File: src/rtl/pam4_tx_pkg.sv
// Package: shared level type and Gray mapping between bit pairs and
// PAM4 level indices. Assumes level index 0 is the lowest optical level.
package pam4_tx_pkg;

    typedef logic [1:0] pam4_level_t;

    localparam pam4_level_t LEVEL_IDLE = 2'd0;

    // Gray map: (msb,lsb) 00->0, 01->1, 11->2, 10->3
    function automatic pam4_level_t gray_encode(input logic msb, input logic lsb);
        return {msb, msb ^ lsb};
    endfunction

    // Inverse map: MSB of the bit pair
    function automatic logic gray_msb(input pam4_level_t lvl);
        return lvl[1];
    endfunction

    // Inverse map: LSB of the bit pair
    function automatic logic gray_lsb(input pam4_level_t lvl);
        return lvl[1] ^ lvl[0];
    endfunction

endpackage

File: src/rtl/prbs_gen.sv
// Module: Fibonacci pseudo-random generator, one step per advance pulse.
// Polynomial x^W + x^TAP + 1, all-ones seed at reset. An all-zero state
// is never legal and triggers a reseed. The output bit is the state MSB.
module prbs_gen #(
    parameter int W   = 7,
    parameter int TAP = 6
) (
    input  logic clk,
    input  logic rst_n,
    input  logic advance,
    output logic bit_o
);

    logic [W-1:0] state_q;

    // Purpose: step the register once per frame, recovering from all-zero
    always_ff @(posedge clk) begin
        if (!rst_n) begin
            state_q <= '1;
        end else if (state_q == '0) begin
            state_q <= '1;
        end else if (advance) begin
            state_q <= {state_q[W-2:0], state_q[W-1] ^ state_q[TAP-1]};
        end
    end

    assign bit_o = state_q[W-1];

    assert_prbs_nonzero_R2: assert property (@(posedge clk) disable iff (!rst_n)
        state_q != '0);

endmodule

File: src/rtl/ser_lane_mux.sv
// Module: one serializer. Holds a frame of LPS scrambled lane bits and
// emits the bit picked by the shared slot counter. A disabled serializer
// loads zeros, which the mapper reads as a 0 LSB.
module ser_lane_mux #(
    parameter int LPS    = 8,
    localparam int SLOT_W = $clog2(LPS)
) (
    input  logic              clk,
    input  logic              rst_n,
    input  logic              load,
    input  logic              enable,
    input  logic [LPS-1:0]    frame_in,
    input  logic [SLOT_W-1:0] slot,
    output logic              bit_o
);

    logic [LPS-1:0] frame_q;

    // Purpose: capture one frame of lane bits at the frame boundary
    always_ff @(posedge clk) begin
        if (!rst_n) begin
            frame_q <= '0;
        end else if (load) begin
            frame_q <= enable ? frame_in : '0;
        end
    end

    assign bit_o = frame_q[slot];

endmodule

File: src/rtl/frame_checker.sv
// Module: receive-side self-check. Frames on the strobe, undoes the Gray
// map and gathers one frame of lane bits. While unlocked it predicts each
// lane-0 bit from the previous seven received bits, and locks after
// LOCK_RUN consecutive hits. Once locked the predictor free-runs and every
// lane is descrambled. Assumes a strobe every LANES/2 symbols.
module frame_checker
    import pam4_tx_pkg::*;
#(
    parameter int LANES    = 16,
    parameter int PRBS_W   = 7,
    parameter int PRBS_TAP = 6,
    parameter int LOCK_RUN = 127
) (
    input  logic             clk,
    input  logic             rst_n,
    input  pam4_level_t      sym,
    input  logic             sof,
    input  logic             half_tag,
    input  logic             align_tag,
    output logic             rx_valid,
    output logic [LANES-1:0] rx_data,
    output logic             rx_lock,
    output logic             rx_bit_err
);

    localparam int LPS    = LANES / 2;
    localparam int SLOT_W = $clog2(LPS);
    localparam int RUN_W  = $clog2(LOCK_RUN + 1);

    logic              framed_q;
    logic [SLOT_W-1:0] idx_q;
    logic [LPS-1:0]    buf_a_q, buf_b_q;
    logic [LPS-1:0]    full_a, full_b;
    logic [PRBS_W-1:0] hist_q;
    logic [RUN_W-1:0]  run_q;
    logic              locked_q;
    logic              a_bit, b_bit, frame_done, pred, hit;
    logic [LANES-1:0]  descr;

    assign a_bit      = gray_msb(sym);
    assign b_bit      = gray_lsb(sym);
    assign frame_done = framed_q && !sof && (idx_q == SLOT_W'(LPS - 1));
    assign pred       = hist_q[PRBS_W-1] ^ hist_q[PRBS_TAP-1];
    assign hit        = (full_a[0] == pred);

    // Purpose: assemble the complete frame with the current last symbol
    always_comb begin
        full_a        = buf_a_q;
        full_b        = buf_b_q;
        full_a[LPS-1] = a_bit;
        full_b[LPS-1] = b_bit;
        descr         = {full_b, full_a} ^ {LANES{pred}};
        if (half_tag) begin
            descr[LANES-1:LPS] = '0;
        end
    end

    // Purpose: track symbol position and collect lane bits per slot
    always_ff @(posedge clk) begin
        if (!rst_n) begin
            framed_q <= 1'b0;
            idx_q    <= '0;
            buf_a_q  <= '0;
            buf_b_q  <= '0;
        end else if (sof) begin
            framed_q   <= 1'b1;
            idx_q      <= SLOT_W'(1);
            buf_a_q[0] <= a_bit;
            buf_b_q[0] <= b_bit;
        end else if (frame_done) begin
            idx_q <= '0;
        end else if (framed_q) begin
            buf_a_q[idx_q] <= a_bit;
            buf_b_q[idx_q] <= b_bit;
            idx_q          <= idx_q + SLOT_W'(1);
        end
    end

    // Purpose: slide to the received sequence, then free-run once locked
    always_ff @(posedge clk) begin
        if (!rst_n) begin
            hist_q   <= '0;
            run_q    <= '0;
            locked_q <= 1'b0;
        end else if (frame_done) begin
            if (locked_q) begin
                hist_q <= {hist_q[PRBS_W-2:0], pred};
            end else begin
                hist_q <= {hist_q[PRBS_W-2:0], full_a[0]};
                if (hit && hist_q != '0) begin
                    run_q <= run_q + RUN_W'(1);
                    if (run_q == RUN_W'(LOCK_RUN - 1)) begin
                        locked_q <= 1'b1;
                    end
                end else begin
                    run_q <= '0;
                end
            end
        end
    end

    // Purpose: register per-frame results
    always_ff @(posedge clk) begin
        if (!rst_n) begin
            rx_valid   <= 1'b0;
            rx_data    <= '0;
            rx_bit_err <= 1'b0;
        end else begin
            rx_valid   <= frame_done;
            rx_bit_err <= frame_done && locked_q && align_tag && (descr != '0);
            if (frame_done) begin
                rx_data <= descr;
            end
        end
    end

    assign rx_lock = locked_q;

    assert_valid_pulse_R7: assert property (@(posedge clk) disable iff (!rst_n)
        rx_valid |=> !rx_valid);

    assert_lock_sticky_R8: assert property (@(posedge clk) disable iff (!rst_n)
        rx_lock |=> rx_lock);

    assert_err_needs_lock_R10: assert property (@(posedge clk) disable iff (!rst_n)
        rx_bit_err |-> (rx_lock && rx_valid));

endmodule

File: src/rtl/pam4_scram_tx.sv
// Module: top of the transmit datapath. A shared slot counter frames
// LANES/2 symbol periods. At each frame boundary the lanes are blanked
// (align) or masked (half rate) and scrambled with the sequence bit, then
// loaded into two lockstep serializers. Their bits are Gray mapped into
// a registered PAM4 level. Frame mode tags travel with the symbols to
// the built-in checker. Assumes mode inputs matter only at frame loads.
module pam4_scram_tx
    import pam4_tx_pkg::*;
#(
    parameter int NUM_LANES = 16,
    parameter int PRBS_W    = 7,
    parameter int PRBS_TAP  = 6,
    parameter int LOCK_RUN  = 127
) (
    input  logic                 clk,
    input  logic                 rst_n,
    input  logic [NUM_LANES-1:0] lane_in,
    input  logic                 align_en,
    input  logic                 half_rate,
    input  logic                 line_err,
    output logic [1:0]           sym_level,
    output logic                 sym_sof,
    output logic                 rx_valid,
    output logic [NUM_LANES-1:0] rx_data,
    output logic                 rx_lock,
    output logic                 rx_bit_err
);

    localparam int NUM_SER = 2;
    localparam int LPS     = NUM_LANES / NUM_SER;
    localparam int SLOT_W  = $clog2(LPS);

    logic [SLOT_W-1:0]    slot_q;
    logic                 frame_load, prbs_bit;
    logic [NUM_LANES-1:0] payload, scrambled;
    logic [NUM_SER-1:0]   ser_bit;
    logic                 half_q, align_q;
    pam4_level_t          sym_q, line_sym;
    logic                 sof_q, tag_half_q, tag_align_q;

    assign frame_load = (slot_q == SLOT_W'(LPS - 1));

    // Purpose: shared slot counter, parked on the last slot in reset
    always_ff @(posedge clk) begin
        if (!rst_n) begin
            slot_q <= SLOT_W'(LPS - 1);
        end else if (frame_load) begin
            slot_q <= '0;
        end else begin
            slot_q <= slot_q + SLOT_W'(1);
        end
    end

    prbs_gen #(.W(PRBS_W), .TAP(PRBS_TAP)) u_prbs (
        .clk     (clk),
        .rst_n   (rst_n),
        .advance (frame_load),
        .bit_o   (prbs_bit)
    );

    assign payload   = align_en ? '0 : lane_in;
    assign scrambled = payload ^ {NUM_LANES{prbs_bit}};

    for (genvar g = 0; g < NUM_SER; g++) begin : g_ser
        ser_lane_mux #(.LPS(LPS)) u_ser (
            .clk      (clk),
            .rst_n    (rst_n),
            .load     (frame_load),
            .enable   ((g == 0) ? 1'b1 : !half_rate),
            .frame_in (scrambled[g*LPS +: LPS]),
            .slot     (slot_q),
            .bit_o    (ser_bit[g])
        );
    end

    // Purpose: hold the mode tags of the frame being serialized
    always_ff @(posedge clk) begin
        if (!rst_n) begin
            half_q  <= 1'b0;
            align_q <= 1'b0;
        end else if (frame_load) begin
            half_q  <= half_rate;
            align_q <= align_en;
        end
    end

    // Purpose: register the PAM4 level, strobe and tags for the line
    always_ff @(posedge clk) begin
        if (!rst_n) begin
            sym_q       <= LEVEL_IDLE;
            sof_q       <= 1'b0;
            tag_half_q  <= 1'b0;
            tag_align_q <= 1'b0;
        end else begin
            sym_q       <= gray_encode(ser_bit[0], ser_bit[1]);
            sof_q       <= (slot_q == '0);
            tag_half_q  <= half_q;
            tag_align_q <= align_q;
        end
    end

    assign sym_level = sym_q;
    assign sym_sof   = sof_q;
    assign line_sym  = {sym_q[1] ^ line_err, sym_q[0]};

    frame_checker #(
        .LANES    (NUM_LANES),
        .PRBS_W   (PRBS_W),
        .PRBS_TAP (PRBS_TAP),
        .LOCK_RUN (LOCK_RUN)
    ) u_chk (
        .clk        (clk),
        .rst_n      (rst_n),
        .sym        (line_sym),
        .sof        (sof_q),
        .half_tag   (tag_half_q),
        .align_tag  (tag_align_q),
        .rx_valid   (rx_valid),
        .rx_data    (rx_data),
        .rx_lock    (rx_lock),
        .rx_bit_err (rx_bit_err)
    );

    assert_half_outer_R6: assert property (@(posedge clk) disable iff (!rst_n)
        tag_half_q |-> (sym_q == 2'd0 || sym_q == 2'd3));

endmodule

File: config.mk
export PLATFORM = sky130hd
export DESIGN_NAME = pam4_scram_tx
export DESIGN_NICKNAME = d
export VERILOG_FILES = /design/src/rtl/pam4_tx_pkg.sv /design/src/rtl/prbs_gen.sv /design/src/rtl/ser_lane_mux.sv /design/src/rtl/frame_checker.sv /design/src/rtl/pam4_scram_tx.sv
export SDC_FILE = /design/constraint.sdc
export NUM_CORES = 1
export LEC_CHECK = 0
export BUFFER_PORTS_ARGS = -buffer_cell sky130_fd_sc_hd__buf_2
export CAP_MARGIN = 40
export CORE_AREA = 2 2 84 86
export DETAILED_ROUTE_END_ITERATION = 8
export DIE_AREA = 0 0 86 88
export GPL_TIMING_DRIVEN = 1
export PLACE_DENSITY = 0.8
export SETUP_SLACK_MARGIN = 0.15
export SYNTH_ARGS = -nofsm -noshare
export SYNTH_HDL_FRONTEND = slang
export SYNTH_SLANG_ARGS = --single-unit
File: constraint.sdc
create_clock -name clk -period 4.4 [get_ports clk]
set_clock_uncertainty 0.05 [all_clocks]
set_input_delay 0.44 -clock clk [delete_from_list [all_inputs] [get_ports clk]]
set_output_delay 0.44 -clock clk [all_outputs]
set_load 0.01 [all_outputs]
Word-level counts from Yosys, hierarchy flattened
Index checks and enable logic that the tools add are counted.
{"block": "totals", "reg_bits": 86, "in_bits": 21, "output_inout_bits": 22, "elab_cells": 90}
{"block": "op_classes", "addsub": 3, "n_lt_le_gt_ge": 3, "n_eq_ne": 5, "n_mux": 26, "bitwise_logic": 11, "n_reduce_logical": 19}
{"operator": "bitwise XOR 16 bit", "count": 2}
{"operator": "bitwise mux 8 bit", "count": 2}
{"operator": "two-way mux 1 bit", "count": 16}
{"operator": "two-way mux 16 bit", "count": 1}
{"operator": "two-way mux 8 bit", "count": 2}
{"operator": "nonzero test 16 bit", "count": 1}
{"operator": "less-than comparator 3 x 4 -> 1 bit (second input constant)", "count": 2}
{"operator": "adder 7 x 1 -> 7 bit (second input constant)", "count": 1}
{"operator": "== test 7 bit (second input constant)", "count": 1}
{"operator": "logical AND 1 bit", "count": 7}
{"operator": "zero test 7 bit", "count": 1}
{"operator": "two-way mux 7 bit", "count": 1}
{"operator": "nonzero test 7 bit", "count": 1}
{"operator": "adder 3 x 1 -> 3 bit (second input constant)", "count": 2}
{"operator": "binary-select mux 1 bit (select 3 bit)", "count": 2}
{"operator": "== test 3 bit (second input constant)", "count": 2}
{"operator": "bitwise XOR 1 bit", "count": 5}
{"operator": "NOT 1 bit", "count": 4}
{"operator": "AND reduction 2 bit", "count": 2}
{"operator": "demux 1 bit (select 3 bit)", "count": 1}
{"operator": "greater-or-equal comparator 3 x 1 -> 1 bit (second input constant)", "count": 1}
{"operator": "zero test 3 bit", "count": 1}
{"operator": "two-way mux 3 bit", "count": 1}
{"operator": "AND reduction 3 bit", "count": 1}
{"operator": "other kinds (7)", "count": 7}

Depth between registers and ports, before layout
{"block": "depth", "ltp_word": 8, "ltp_mapped": 7, "ltp_nobuf": 6}

Modules after synthesis
From an unflattened synthesis, not the netlist that was laid out.
{"block": "unflattened", "hier_cells": 429, "area_unflattened_um2": 4142.7}
{"module": "frame_checker", "n_inst": 1, "cells_each": 260, "area_each_um2": 2389.8, "seq_area_each_um2": 1021.0}
{"module": "ser_lane_mux", "n_inst": 2, "cells_each": 37, "area_each_um2": 381.6, "seq_area_each_um2": 160.2}
{"module": "pam4_scram_tx", "n_inst": 1, "cells_each": 69, "area_each_um2": 710.7, "seq_area_each_um2": 200.2}
{"module": "prbs_gen", "n_inst": 1, "cells_each": 26, "area_each_um2": 279.0, "seq_area_each_um2": 140.1}

Worst setup path before layout
OpenSTA, ideal clock, no wires.
{"block": "synth_path", "path_kind": "reg2reg", "from": "register u_chk.idx_q[0]", "to": "register u_chk.run_q[6]", "arrival_time_ns": 1.623, "slack_ns": 2.599, "path_stages_with_launch": 7, "path_buffers": 0, "path_cell_list": "dfxtp_1 > ha_1 > ha_1 > nand3b_1 > or4_1 > xor2_1 > nor2_1"}
{"block": "synth_via", "elab_chain_len": 3}
{"item": "from (decl)", "line_no": "frame_checker.sv:31", "text": "logic [SLOT_W-1:0] idx_q;"}
{"item": "from (signal assigned)", "line_no": "frame_checker.sv:75", "text": "idx_q <= idx_q + SLOT_W'(1);"}
{"item": "== test 3 bit", "line_no": "frame_checker.sv:42", "text": "assign frame_done = framed_q && !sof && (idx_q == SLOT_W'(LPS - 1));"}
{"item": "logical AND 1 bit", "line_no": "frame_checker.sv:42"}
{"item": "AND reduction 2 bit (no line)"}
{"item": "to (signal assigned)", "line_no": "frame_checker.sv:91", "text": "run_q <= run_q + RUN_W'(1);"}
{"item": "to (decl)", "line_no": "frame_checker.sv:35", "text": "logic [RUN_W-1:0] run_q;"}
Every way passes these cells.
A chain may end at the register's enable or synchronous reset.

Worst setup path in the final report
Ends and elaborated chain as after synthesis.

==> results.toml <==
[clock_network]
hold_buffers = 0
cts_tree = "done"
clkTransAtPathRegs_ns = 0.09
clock_latency_ns = 0.35
ctsResizeCount = 0
numCtsBuffers = 9
cts.sinks = 84
htreeDepth = 3
cts_setup_buffers = 0
cts_root_buf = "clkbuf_8"
clockBufferDepth = 2

[setup_path]
r2r_slack_ns = 2.18
r2r-start = "u_chk.idx_q[0]$_SDFFE_PN0P_"
crit_fanout = 29
r2r.worst_path.cells = 7
max_stage_delay_ns = 0.53
reg2reg_to = "u_chk.run_q[6]$_SDFFE_PN0P_"
critPathLaunchType = "register"
arrival_ns = 2.40
cp-end-kind = "register"
path_common_cell = "ha_1"
path_cells = "ha_1 > ha_1 > nand3b_1 > buf_4 > or4_1 > xor2_1 > nor2_1"
worst_ep_required_time_ns = 4.59
cpMaxStageDelayCell = "or4_1"
path_class = "reg2reg"

[global_route]
track_usage_pct = 20.6
grt_max_degree = 36
grt_overflow = 0
grt_first_pass_wirelength_mm = 12.4
grt_pass1_vias = 2706
antenna_found_initial = 0

[sta]
fmax_mhz = 451
report.final.slew_viol_count = 0
rsz0062_at_grt = "no"
min_period_ns = 2.22
relSlewSlack_pct = 49.3
worst_pin_slew_ns = 0.761
fin_crit_sh_pct = 50.4
setup_tns_ns = 0
finalSetupViolations = 0
finalHoldViolations = 0
post-route-worst-setup-slack_ns = 2.18

[route]
drc = 0
via_count = 2931
first_pass_iters = 4
avgRoutedWirePerCell_um = 13.6
antenna_left = 0
vias_per_cell = 5.46
drt-total-wl_mm = 7.30
drt_iter0_drc = 109

[logic_synthesis]
synth_ff_type = "dfxtp_1"
synthDistinctLibCells = 52
synth_fp_nets = 448
netlist_area_mm2 = 0.00393
synth_async_sr_flop_share_pct = 0
synth.most_common_cell = "dfxtp_1"
synth.area.top_cells = "dfxtp_1 (43%), xnor2_1 (6.9%), nor2_1 (5.2%), nand2_1 (4.6%), a21oi_1 (3.6%)"
synth_warnings = 0
yosys.area.top_type = "dfxtp_1"
synth_area_per_cell_um2 = 9.35
synth_common_cells = "dfxtp_1 (84), nor2_1 (54), nand2_1 (48)"
ys_ff_latch = 84
synth.top_cell.area_share_pct = 42.8
synth_cells = 420
synth_edf_count = 0
synth-seq-area-share_pct = 42.8

[worst_hold_path]
min_path_cells = 3
holdCritPathClass = "in2reg"
whs_endpoint = "half_q$_SDFFE_PN0P_"
hold_path_startpoint = "half_rate"

[finish]
drive_above_1_share_pct = 18.8
final_cell_count_no_fill = 537
area_growth_pct = 11.2
final_net_count = 480
diodes = 0
finalInstanceArea_mm2 = 0.00437

[die]
die-area_mm2 = 0.00757
boundaryPins = 43
start_util_pct = 59.1
core_area_mm2 = 0.00664
fp-row-count = 30
dieWidth_um = 86
die_h_um = 88

[place]
hpwlAfterDp_mm = 5.02
preCtsSetupSlack_ns = 2.19
dp.cells = 521
port_buffers = 42
placed_area_mm2 = 0.00416
gp_congestion = 0.789

[power_and_ir_drop]
p_per_area_mw_per_mm2 = 383
p_leak_nw = 1.71
vdd_drop_max_mv = 0.190

[flow_run]
maxCapViolCount = 0

[outcome]
status = "finished, final reports clean"
[logic make-up (layout without fill, tap and decap cells)]
| family | Yosys count | count (layout) | share of synthesized area, % |
|---|---|---|---|
| adders and majority gates | 7 | 7 | 2.23 |
| xor gates and xnor gates | 44 | 44 | 12.0 |
| AOI/OAI and AO/OA | 67 | 67 | 12.1 |
| muxes | 18 | 18 | 5.96 |
| DFF | 84 | 84 | 42.8 |
| and+or+nand+nor | 167 | 167 | 20.7 |
| buffers and inverters | 33 | 70 | 4.11 |
[worst max-delay path: cells and delay by family, from the launching register on]
family / cells / cell delay [ns]
xor+xnor: 1 / 0.14
buf+inv: 1 / 0.25
simple gates: 3 / 0.70
fa+ha+maj: 2 / 0.51
flops: 1 / 0.44
[how the worst max path moves through the flow]
stage | from | cells after the start | to
after CTS | u_chk.idx_q[0]$_SDFFE_PN0P_ | 7 | u_chk.run_q[6]$_SDFFE_PN0P_
after detailed placement | u_chk.idx_q[0]$_SDFFE_PN0P_ | 7 | u_chk.run_q[6]$_SDFFE_PN0P_
after global routing | u_chk.idx_q[0]$_SDFFE_PN0P_ | 7 | u_chk.run_q[6]$_SDFFE_PN0P_
after floorplan | u_chk.idx_q[0]$_SDFFE_PN0P_ | 6 | u_chk.run_q[6]$_SDFFE_PN0P_
after global placement | u_chk.idx_q[0]$_SDFFE_PN0P_ | 6 | u_chk.buf_a_q[3]$_SDFFE_PN0P_
final | u_chk.idx_q[0]$_SDFFE_PN0P_ | 7 | u_chk.run_q[6]$_SDFFE_PN0P_
[registers in the layout, summed over array words and instances, names as in the netlist]
register             flops
u_chk.run_q              7
u_chk.buf_a_q            7
sym_level                2
align_q                  1
u_chk.rx_bit_err         1
u_chk.hist_q             7
tag_align_q              1
u_chk.framed_q           1
u_chk.idx_q              3
g_ser.u_ser.frame_q     16
sym_sof                  1
u_chk.rx_lock            1
u_chk.rx_data           16
tag_half_q               1
half_q                   1
slot_q                   3
u_chk.rx_valid           1
u_chk.buf_b_q            7
u_prbs.state_q           7
[routing by layer]
layer / GRT usage [%] / vias up / part of all wire, %
met1: 25.3 / 1351 / 46
met5: 0 / - / 0
li1: - / 1506 / -
met2: 35.6 / 58 / 49
met4: 9.81 / 0 / 2.1
met3: 3.30 / 16 / 3.0
[layout make-up]
| cell class | count | area, µm² |
|---|---|---|
| sequential | 84 | 1680 |
| inverter | 7 | 26.3 |
| timing repair buffer | 47 | 272 |
| fill | 522 | 2280 |
| clock buffer | 11 | 141 |
| clock inverter | 5 | 61.3 |
| tap | 80 | 100 |
| multi-input combinational | 303 | 2080 |
[cells in the final DEF (no fill, tap or decap), drive strengths merged, types with 4 or more instances in the layout]
cell / Yosys / routed
xor2: 7 / 7
a22oi: 7 / 7
nand4: 5 / 5
mux4: 4 / 4
inv: 6 / 6
nor3: 9 / 9
dfxtp: 84 / 84
buf: 17 / 46
clkbuf: 9 / 11
xnor2: 35 / 35
nor2b: 18 / 18
mux2i: 14 / 14
o21ai: 4 / 4
nor2: 56 / 56
nand3: 8 / 8
nand2b: 4 / 4
a211oi: 11 / 11
nand2: 48 / 48
a2bb2oi: 8 / 8
ha: 7 / 7
a21oi: 29 / 29
[where the power goes]
group	total (W)	switching [W]	internal, W
clock network	0.000555	0.000276	0.000279
registers	0.000845	0.0000388	0.000806
logic	0.000271	0.000142	0.000129
[metrics by stage]
stage	power, W	util [%]	hold slack, ns
final	0.00167	65.7	0.327
after global routing	0.00175	65.7	0.344
after floorplan	0.00108	-	0.379
after global placement	0.00112	62.0	0.387
after CTS	0.00169	65.7	0.317
after detailed placement	0.00113	62.7	0.393
Power figures use the tool's default switching activity.
